<file path="src/rtl/aser_pkg.sv">
`timescale 1ns/1ps
package aser_pkg;
  // configuration bit positions
  localparam int CF_ODD    = 0;
  localparam int CF_PAREN  = 1;
  localparam int CF_TXINV  = 2;
  localparam int CF_RXINV  = 3;
  localparam int CF_TXIE   = 4;
  localparam int CF_RXIE   = 5;
  localparam int CF_CLRERR = 6;
  // status bit positions
  localparam int ST_RBF = 7;
  localparam int ST_TBE = 8;
  localparam int ST_PE  = 9;
  localparam int ST_FE  = 10;
  localparam int ST_OE  = 11;
  localparam int ST_PIN = 13;
  localparam int ST_BRK = 14;
  localparam int ST_ERR = 15;

  typedef enum logic [1:0] {RX_IDLE, RX_START, RX_BITS} rx_state_e;
endpackage

</file>
<file path="src/rtl/aser_tick.sv">
`timescale 1ns/1ps
module aser_tick #(
  parameter int DIV_W = 16
) (
  input  logic             clk,
  input  logic             rst_n,
  input  logic [DIV_W-1:0] div,
  output logic             tick
);
  logic [DIV_W-1:0] cnt;

  always_ff @(posedge clk or negedge rst_n) begin
    if (!rst_n)          cnt <= '0;
    else if (cnt == '0)  cnt <= div;
    else                 cnt <= cnt - 1'b1;
  end

  assign tick = (cnt == '0);

  // a nonzero divider spaces ticks apart
  p_tick_gap_r2: assert property (@(posedge clk) disable iff (!rst_n)
    (tick && div != '0) |=> !tick);
endmodule

</file>
<file path="src/rtl/aser_tx.sv">
`timescale 1ns/1ps
module aser_tx #(
  parameter int DATA_W = 8,
  parameter int OVS    = 16
) (
  input  logic              clk,
  input  logic              rst_n,
  input  logic              tick,
  input  logic              par_en,
  input  logic              par_odd,
  input  logic              in_valid,
  input  logic [DATA_W-1:0] in_data,
  output logic              in_ready,
  output logic              line
);
  localparam int FR_W  = DATA_W + 3;
  localparam int SUB_W = (OVS > 1) ? $clog2(OVS) : 1;
  localparam int CNT_W = $clog2(FR_W + 1);

  logic [DATA_W-1:0] hold;
  logic              hold_full;
  logic              busy;
  logic [FR_W-1:0]   shreg;
  logic [SUB_W-1:0]  sub;
  logic [CNT_W-1:0]  left;
  logic              load;

  assign load     = !busy && hold_full;
  assign in_ready = !hold_full;

  always_ff @(posedge clk or negedge rst_n) begin
    if (!rst_n) begin
      hold      <= '0;
      hold_full <= 1'b0;
    end else if (in_valid && !hold_full) begin
      hold      <= in_data;
      hold_full <= 1'b1;
    end else if (load) begin
      hold_full <= 1'b0;
    end
  end

  always_ff @(posedge clk or negedge rst_n) begin
    if (!rst_n) begin
      busy  <= 1'b0;
      shreg <= '1;
      sub   <= '0;
      left  <= '0;
    end else if (load) begin
      shreg <= {1'b1, (par_en ? (^hold ^ par_odd) : 1'b1), hold, 1'b0};
      left  <= par_en ? CNT_W'(FR_W) : CNT_W'(FR_W - 1);
      sub   <= '0;
      busy  <= 1'b1;
    end else if (busy && tick) begin
      if (sub == SUB_W'(OVS - 1)) begin
        sub   <= '0;
        shreg <= {1'b1, shreg[FR_W-1:1]};
        left  <= left - 1'b1;
        if (left == CNT_W'(1)) busy <= 1'b0;
      end else begin
        sub <= sub + 1'b1;
      end
    end
  end

  assign line = busy ? shreg[0] : 1'b1;

  // a waiting byte is never lost while the shifter is busy
  p_hold_kept_r4: assert property (@(posedge clk) disable iff (!rst_n)
    (hold_full && busy) |=> hold_full);
  // every frame opens with a low start bit
  p_frame_start_r2: assert property (@(posedge clk) disable iff (!rst_n)
    $rose(busy) |-> !line);
endmodule

</file>
<file path="src/rtl/aser_rx.sv">
`timescale 1ns/1ps
module aser_rx
  import aser_pkg::*;
#(
  parameter int DATA_W = 8,
  parameter int OVS    = 16
) (
  input  logic              clk,
  input  logic              rst_n,
  input  logic              tick,
  input  logic              par_en,
  input  logic              par_odd,
  input  logic              lvl,
  input  logic              pop,
  input  logic              clr,
  output logic [DATA_W-1:0] data,
  output logic              full,
  output logic              pe,
  output logic              fe,
  output logic              oe
);
  localparam int SUB_W = (OVS > 1) ? $clog2(OVS) : 1;
  localparam int IDX_W = $clog2(DATA_W + 2);
  localparam int HALF  = (OVS / 2 > 0) ? OVS / 2 : 1;

  rx_state_e        st;
  logic [SUB_W-1:0] cnt;
  logic [IDX_W-1:0] idx;
  logic [DATA_W:0]  bits;
  logic             par_on;
  logic             odd_l;
  logic             last;
  logic             done;
  logic             par_bad;

  assign last    = (idx == (par_on ? IDX_W'(DATA_W + 1) : IDX_W'(DATA_W)));
  assign done    = tick && (st == RX_BITS) && (cnt == SUB_W'(OVS - 1)) && last;
  assign par_bad = par_on && (bits[DATA_W] != (^bits[DATA_W-1:0] ^ odd_l));

  always_ff @(posedge clk or negedge rst_n) begin
    if (!rst_n) begin
      st     <= RX_IDLE;
      cnt    <= '0;
      idx    <= '0;
      bits   <= '0;
      par_on <= 1'b0;
      odd_l  <= 1'b0;
    end else if (tick) begin
      case (st)
        RX_IDLE: if (!lvl) begin
          st     <= RX_START;
          cnt    <= '0;
          par_on <= par_en;
          odd_l  <= par_odd;
        end
        RX_START: if (cnt == SUB_W'(HALF - 1)) begin
          cnt <= '0;
          idx <= '0;
          st  <= lvl ? RX_IDLE : RX_BITS;
        end else begin
          cnt <= cnt + 1'b1;
        end
        RX_BITS: if (cnt == SUB_W'(OVS - 1)) begin
          cnt <= '0;
          if (last) begin
            st <= RX_IDLE;
          end else begin
            bits[idx] <= lvl;
            idx       <= idx + 1'b1;
          end
        end else begin
          cnt <= cnt + 1'b1;
        end
        default: st <= RX_IDLE;
      endcase
    end
  end

  always_ff @(posedge clk or negedge rst_n) begin
    if (!rst_n) begin
      data <= '0;
      full <= 1'b0;
    end else if (done && !(full && !pop)) begin
      data <= bits[DATA_W-1:0];
      full <= 1'b1;
    end else if (pop) begin
      full <= 1'b0;
    end
  end

  always_ff @(posedge clk or negedge rst_n) begin
    if (!rst_n) begin
      pe <= 1'b0;
      fe <= 1'b0;
      oe <= 1'b0;
    end else if (clr) begin
      pe <= 1'b0;
      fe <= 1'b0;
      oe <= 1'b0;
    end else if (done) begin
      if (full && !pop) begin
        oe <= 1'b1;
      end else begin
        fe <= fe | !lvl;
        pe <= pe | par_bad;
      end
    end
  end

  // a held byte stays valid until taken
  p_valid_hold_r5: assert property (@(posedge clk) disable iff (!rst_n)
    (full && !pop) |=> full);
  // a held byte is not overwritten, overrun or not
  p_overrun_keep_r8: assert property (@(posedge clk) disable iff (!rst_n)
    (full && !pop) |=> $stable(data));
endmodule

</file>
<file path="src/rtl/aser_port.sv">
`timescale 1ns/1ps
module aser_port
  import aser_pkg::*;
#(
  parameter int DIV_W  = 16,
  parameter int DATA_W = 8,
  parameter int OVS    = 16
) (
  input  logic              clk,
  input  logic              rst_n,
  input  logic [6:0]        cfg,
  input  logic              tx_break,
  input  logic [DIV_W-1:0]  baud_div,
  input  logic              tx_valid,
  output logic              tx_ready,
  input  logic [DATA_W-1:0] tx_data,
  output logic              rx_valid,
  input  logic              rx_ready,
  output logic [DATA_W-1:0] rx_data,
  input  logic              ser_in,
  output logic              ser_out,
  output logic              irq,
  output logic [15:0]       status
);
  logic [1:0] sy;
  logic       pin;
  logic       lvl;
  logic       tick;
  logic       line;
  logic       pe, fe, oe;

  always_ff @(posedge clk or negedge rst_n) begin
    if (!rst_n) sy <= 2'b11;
    else        sy <= {sy[0], ser_in};
  end

  assign pin = sy[1];
  assign lvl = pin ^ cfg[CF_RXINV];

  aser_tick #(.DIV_W(DIV_W)) u_tick (
    .clk(clk), .rst_n(rst_n), .div(baud_div), .tick(tick)
  );

  aser_tx #(.DATA_W(DATA_W), .OVS(OVS)) u_tx (
    .clk(clk), .rst_n(rst_n), .tick(tick),
    .par_en(cfg[CF_PAREN]), .par_odd(cfg[CF_ODD]),
    .in_valid(tx_valid), .in_data(tx_data), .in_ready(tx_ready),
    .line(line)
  );

  aser_rx #(.DATA_W(DATA_W), .OVS(OVS)) u_rx (
    .clk(clk), .rst_n(rst_n), .tick(tick),
    .par_en(cfg[CF_PAREN]), .par_odd(cfg[CF_ODD]),
    .lvl(lvl), .pop(rx_ready), .clr(cfg[CF_CLRERR]),
    .data(rx_data), .full(rx_valid), .pe(pe), .fe(fe), .oe(oe)
  );

  assign ser_out = (tx_break ? 1'b0 : line) ^ cfg[CF_TXINV];
  assign irq     = (rx_valid && cfg[CF_RXIE]) || (tx_ready && cfg[CF_TXIE]);

  always_comb begin
    status         = '0;
    status[4:0]    = cfg[4:0];
    status[ST_RBF] = rx_valid;
    status[ST_TBE] = tx_ready;
    status[ST_PE]  = pe;
    status[ST_FE]  = fe;
    status[ST_OE]  = oe;
    status[ST_PIN] = pin;
    status[ST_BRK] = tx_break;
    status[ST_ERR] = pe | fe | oe;
  end

  // the clear control wipes every error flag by the next cycle
  p_err_clear_r9: assert property (@(posedge clk) disable iff (!rst_n)
    cfg[CF_CLRERR] |=> !status[ST_ERR]);
endmodule

</file>
<file path="config.mk">
export PLATFORM = sky130hd
export DESIGN_NAME = aser_port
export DESIGN_NICKNAME = d
export VERILOG_FILES = /design/src/rtl/aser_pkg.sv /design/src/rtl/aser_tick.sv /design/src/rtl/aser_tx.sv /design/src/rtl/aser_rx.sv /design/src/rtl/aser_port.sv
export SDC_FILE = /design/constraint.sdc
export NUM_CORES = 1
export LEC_CHECK = 0
export ABC_AREA = 1
export ABC_CLOCK_PERIOD_IN_PS = 2340
export BUFFER_PORTS_ARGS = -buffer_cell sky130_fd_sc_hd__buf_2
export CAP_MARGIN = 10
export CORE_MARGIN = 8
export CORE_UTILIZATION = 60
export CTS_BUF_LIST = sky130_fd_sc_hd__clkbuf_8
export DETAILED_ROUTE_END_ITERATION = 10
export GPL_ROUTABILITY_DRIVEN = 0
export PLACE_DENSITY_LB_ADDON = 0.3
export SYNTH_ARGS = -nofsm -noshare
export SYNTH_HDL_FRONTEND = slang
export SYNTH_SLANG_ARGS = --single-unit
export TNS_END_PERCENT = 5
</file>
<file path="constraint.sdc">
create_clock -name clk -period 2.34 [get_ports clk]
set_input_delay 0.117 -clock clk [delete_from_list [all_inputs] [get_ports clk]]
set_output_delay 0.117 -clock clk [all_outputs]
set_load 0.05 [all_outputs]
</file>
=== Word level (Yosys, flattened, before mapping) ===
Cells that the tools add are included.

* Equality and inequality tests: 14
* Div/mod/pow operators: 0
* Bitwise logic cells: 10
* $mul: 0
* Order comparisons: 2
* Reductions and logical operators: 40
* Muxes and demuxes: 49
* $add $sub $neg: 5
* Shift-type cells: 0

{| class="wikitable"
|+ Operators by type and width
! kind !! number
|-
| $mux 4 || 12
|-
| $mux 11 || 3
|-
| $mux 1 || 23
|-
| $logic_not 16->1 || 1
|-
| $mux 16 || 1
|-
| $reduce_bool 2->1 || 8
|-
| $reduce_xor 8->1 || 2
|-
| $sub 16x1->16 const B || 1
|-
| $add 4x1->4 const B || 3
|-
| $logic_and 1x1->1 || 12
|-
| $pmux 4 s3 || 1
|-
| $mux 2 || 5
|-
| $reduce_and 5->1 || 2
|-
| $bwmux 9 || 1
|-
| $reduce_and 3->1 || 3
|-
| $eq 4x4->1 const B || 2
|-
| $ne 2x2->1 const B || 4
|-
| $pmux 4 s2 || 1
|-
| $pmux 2 s3 || 1
|-
| $reduce_and 2->1 || 3
|-
| $logic_not 1->1 || 5
|-
| $lt 4x5->1 const B || 1
|-
| $demux 1 s4 || 1
|-
| $eq 4x1->1 const B || 1
|-
| other kinds (15) || 23
|}

* Bits in writable memories: 0
* Output and inout bits: 28
* ROM bits: 0
* Flip-flop bits (word level): 80
* Word-level logic and storage cells: 139
* Memories: 0
* Bits in latches: 0
* Input port bits: 37

=== Logic depth before layout (Yosys ltp) ===
* Depth after elaboration: 8
* Mapped depth: 13
* Gate-level depth less buffers: 12

=== Hierarchy ===
Synthesis repeated with hierarchy kept, for this count alone.

* Cells, all modules: 585
* Area total of the unflattened synthesis: 4573.1 µm²

{| class="wikitable"
|+ Modules (own cells, without submodules)
! module !! sequential area each (µm²) !! cells each !! times used !! area each (µm²)
|-
| aser_rx || 825.8 || 226 || 1 || 1854.3
|-
| aser_tx || 713.2 || 175 || 1 || 1436.4
|-
| aser_tick || 400.4 || 153 || 1 || 1058.5
|-
| aser_port || 52.6 || 31 || 1 || 224.0
|}

=== Worst setup path before layout ===
OpenSTA, ideal clock, no wires.

* Path kind: reg2reg
* Start: reg u_rx.st[0]
* End: reg u_rx.data[5]
* Data required time: 2.220 ns
* Path buffers: 1
* Setup time: 0.120 ns
* Data arrival time: 1.527 ns
* Period minus slack after synthesis: 1.647 ns
* Setup slack: 0.693 ns
* Stages on the path, launching flop included: 9
* Path through: dfrtp_1 > inv_1 > ha_1 > inv_1 > nor2_1 > nand4_4 > buf_6 > nand2_1 > o21ai_2

* Word-level cells in the longest chain between the ends: 5

{| class="wikitable"
|+ RTL lines
! item !! line !! RTL
|-
| from (decl) || aser_rx.sv:26 || <nowiki>rx_state_e st;</nowiki>
|-
| from (signal assigned) || aser_rx.sv:59 || <nowiki>st <= lvl ? RX_IDLE : RX_BITS;</nowiki>
|-
| $eq 2x2->1 || aser_rx.sv:37 || <nowiki>assign done = tick && (st == RX_BITS) && (cnt == SUB_W'(OVS - 1)) && last;</nowiki>
|-
| $logic_and 1x1->1 (3 in a row) || aser_rx.sv:37 ||
|-
| $logic_and 1x1->1 || aser_rx.sv:83 || <nowiki>end else if (done && !(full && !pop)) begin</nowiki>
|-
| to (signal assigned) || aser_rx.sv:84 || <nowiki>data <= bits[DATA_W-1:0];</nowiki>
|-
| to (decl) || aser_rx.sv:16 || <nowiki>output logic [DATA_W-1:0] data,</nowiki>
|}

No other way between the ends.
A chain may end at the register's enable or synchronous reset.

=== Worst setup path after layout ===
* Start: reg u_rx.st[0]
* End: reg u_rx.pe

* Word-level cells in the longest chain between the ends: 6

{| class="wikitable"
|+ RTL lines
! item !! line !! RTL
|-
| $eq 2x2->1 || aser_rx.sv:37 ||
|-
| $logic_and 1x1->1 (3 in a row) || aser_rx.sv:37 ||
|-
| $reduce_bool 2->1 (no line) || - ||
|-
| $reduce_and 2->1 (no line) || - ||
|-
| to (signal assigned) || aser_rx.sv:105 || <nowiki>pe <= pe | par_bad;</nowiki>
|-
| to (decl) || aser_rx.sv:18 || <nowiki>output logic pe,</nowiki>
|}

No other way between the ends.

==> impl_metrics.csv <==
group,metric,value,unit
outcome,status,"complete, no violations",
finish,nets,669,
sta,rsz0062_at_grt,"no",
clock_tree,postCtsHoldBufs,14,
setup_path,rr_worst_depth,8,
sta,fmax,507,MHz
setup_path,cp-startpoint,"u_rx.st[0]",
global_routing,grt_pass1_wl,16300,um
clock_tree,cts_max_level,3,
floorplanning,io_pins,65,
setup_path,critPathTopFamily,"simple AND/OR/NAND/NOR gates",
sta,tightest_slew,964,ps
power,p_leak,2.69,nW
setup_path,endpoint,"u_rx.pe",
finish,drive_gt1_share,23.0,%
finish,area_growth,13.3,%
clock_tree,numCtsBuffers,9,
setup_path,worstReg2RegEnd,"u_rx.pe",
setup_path,crit_cells,8,
route,ant_nets,0,
route,wl,9600,um
clock_tree,clock_latency,350,ps
route,wire_per_inst,13.3,um
clock_tree,post-cts-setup-buffers,0,
yosys,synth_edf_count,0,
clock_tree,cts_resized,0,
sta,fin_crit_sh,84.3,%
route,drt_first_pass_iters,4,
yosys,yosys_register_bits,79,
sta,maxSlewViolCount,0,
setup_path,startpoint_type,"flip-flop",
setup_path,reg2reg_slack,370,ps
power,power.total,3.11,mW
clock_tree,clk_pin_slew,80,ps
global_routing,grt_max_degree,80,
sta,finClkSkew,7.54,ps
placed_design,post_dp_cell_area,0.00482,mm2
setup_path,path_buf_inv,2,
placed_design,dp_hpwl,7030,um
placed_design,io_buffers,61,
clock_tree,cts_tree,"done",
yosys,synthTopCellsByArea,"dfrtp_1 37%, nand2_1 11%, dfstp_2 6.9%",
clock_tree,clockBufferDepth,2,
yosys,syn-cell-area,0.00456,mm2
yosys,yosysMostFrequentCell,"nand2_1",
clock_tree,root_buffer,"clkbuf_8",
power,power_density,603,mW/mm2
yosys,netlist_instances,553,
setup_path,crit_path_cell_trace,"inv_1, ha_1, inv_1, nor2_1, nand4_4, nor2_1, nand2_1, a21oi_1",
finish,diodes,0,
setup_path,crit_type,"reg -> reg",
sta,hold_viol,0,
floorplanning,die_y,103,um
setup_path,worst-path-max-fanout,18,
sta,setup_viol,0,
sta,setup_tns,0,ps
sta,relSlewSlack,35.8,%
setup_path,crit_required,2610,ps
floorplanning,start_util,62.5,%
route,drc_errors,0,
yosys,async_flop_share,100,%
yosys,synthTopCellsByCount,"134 x nand2_1, 67 x dfrtp_1, 63 x inv_1, 37 x nor2_1, 37 x o21ai_0",
global_routing,grt_overflow,0,
sta,fin_crit,1970,ps
setup_path,reg2reg_from,"u_rx.st[0]",
yosys,ys.flop_type,"dfrtp_1",
setup_path,crit_arrival,2240,ps
floorplanning,die_area,0.0106,mm2
yosys,netlist-cell-type-count,41,
route,drt_iter0_drc,167,
finish,instances_no_fill,722,
finish,design_area,0.00516,mm2
yosys,synth_top_area_share,36.8,%
global_routing,grt_usage,19.3,%
floorplanning,dieWidth,103,um
worst_hold_path,hold_class,"in -> reg",
setup_path,cpPeakStageDelay,420,ps
setup_path,slowest_stage,"dfrtp_1",
run,drv_cap,0,
global_routing,grt_pass1_vias,3692,
power,ir_drop,0.000485,V
clock_tree,clkSinkCount,79,
global_routing,antenna_found_initial,0,
finish,fillers,591,
floorplanning,core_area,0.00729,mm2
floorplanning,rows,31,
placed_design,dp_cells,692,
route,vias,3758,
setup_path,cp-end-kind,"flip-flop",
yosys,yosysSeqAreaShare,43.7,%
route,viasPerCell,5.20,
yosys,synth.largest_area_cell,"dfrtp_1",
yosys,ys_warn_count,0,
yosys,syn_avg_cell_area,8.24,um2
## power by group
group,switching (mW),internal [mW]
Sequential,0.0848,1.47
Clock,0.486,0.549
Combinational,0.335,0.193
## worst min-delay path by stage
stage	cells past startpoint	slack, ps	endpoint	start
finish	3	10	u_tx.hold[4]	tx_data[4]
global route	3	20	u_tx.hold[2]	tx_data[2]
CTS	3	3	u_tx.hold[4]	tx_data[4]
detailed placement	1	220	sy[0]	ser_in
global placement	1	220	sy[0]	ser_in
floorplan	0	-180	u_rx.bits[0]	rst_n
## area by class of cell
type                            count  area [um2]  area share (%)
Multi-Input combinational cell    374        2080            40.3
Clock buffer                       11         151            2.93
Sequential cell                    79        1990            38.6
Tap cell                           99         124            2.40
Clock inverter                      5        56.3            1.09
Inverter                           76         290            5.62
Timing Repair Buffer               78         470            9.11
## worst register-to-register path, delay by kind of cell, from the launching register on
family	cells	cell delay, ps
adder cells (fa/ha/maj)	1	260
buffers and inverters	2	260
AND/OR/NAND/NOR	4	850
AO/OA/AOI/OAI	1	110
flip-flops	1	420
## placed cells by master (no fill, tap or decap), types with 8 or more instances in the layout
master         Yosys  layout
inv_1             63      63
a21oi_1           17      17
nor2_1            37      37
dfstp_2           12      12
xor2_1            16      16
inv_2             12      12
dlygate4sd3_1      0      14
nand3_1           36      36
dfrtp_1           67      67
nand2_1          134     134
nand4_1           15      15
ha_1              14      14
buf_2              4      60
o21ai_2            8       8
clkbuf_8           0      11
o21ai_0           37      37
## cells by family (layout without fill, tap and decap cells)
| logic type | after synthesis | after routing | share of synthesized area [%] |
|---|---|---|---|
| adders and majority gates | 14 | 14 | 3.84 |
| buffers and inverters | 102 | 170 | 10.8 |
| other | 1 | 3 | 0.0823 |
| xor gates and xnor gates | 20 | 20 | 3.84 |
| muxes | 1 | 1 | 0.247 |
| and+or+nand+nor | 248 | 248 | 25.4 |
| DFF | 79 | 79 | 43.7 |
| AOI/OAI and AO/OA | 88 | 88 | 12.1 |
## metal layers
layer  up-vias  wire, um  track usage, %
li1       1891         -               -
met1      1769      4050            22.5
met2        82      4930            34.3
met3        16       453            4.05
met4         0       168            6.23
met5         -         0               0
## state kept, by name, indices dropped and copies added (netlist names)
register and flops:
sy 2, u_rx.fe 1, u_rx.bits 9, u_tx.left 4, u_tx.shreg 10, u_tx.hold 8, u_rx.cnt 4, u_rx.pe 1
u_rx.full 1, u_rx.data 8, u_rx.oe 1, u_rx.par_on 1, u_rx.st 2, u_tx.busy 1, u_tx.hold_full 1, u_rx.idx 4
u_tx.sub 4, u_tick.cnt 16, u_rx.odd_l 1
## metrics by stage
step	hold WS (ps)	setup WS, ps	utilization (%)
global route	20.0	140	70.8
floorplan	-179	693	-
finish	15.0	369	70.8
global placement	222	484	66.1
detailed placement	224	403	66.1
CTS	3.27	353	70.8
No activity file was read; power rests on OpenSTA's default activity.
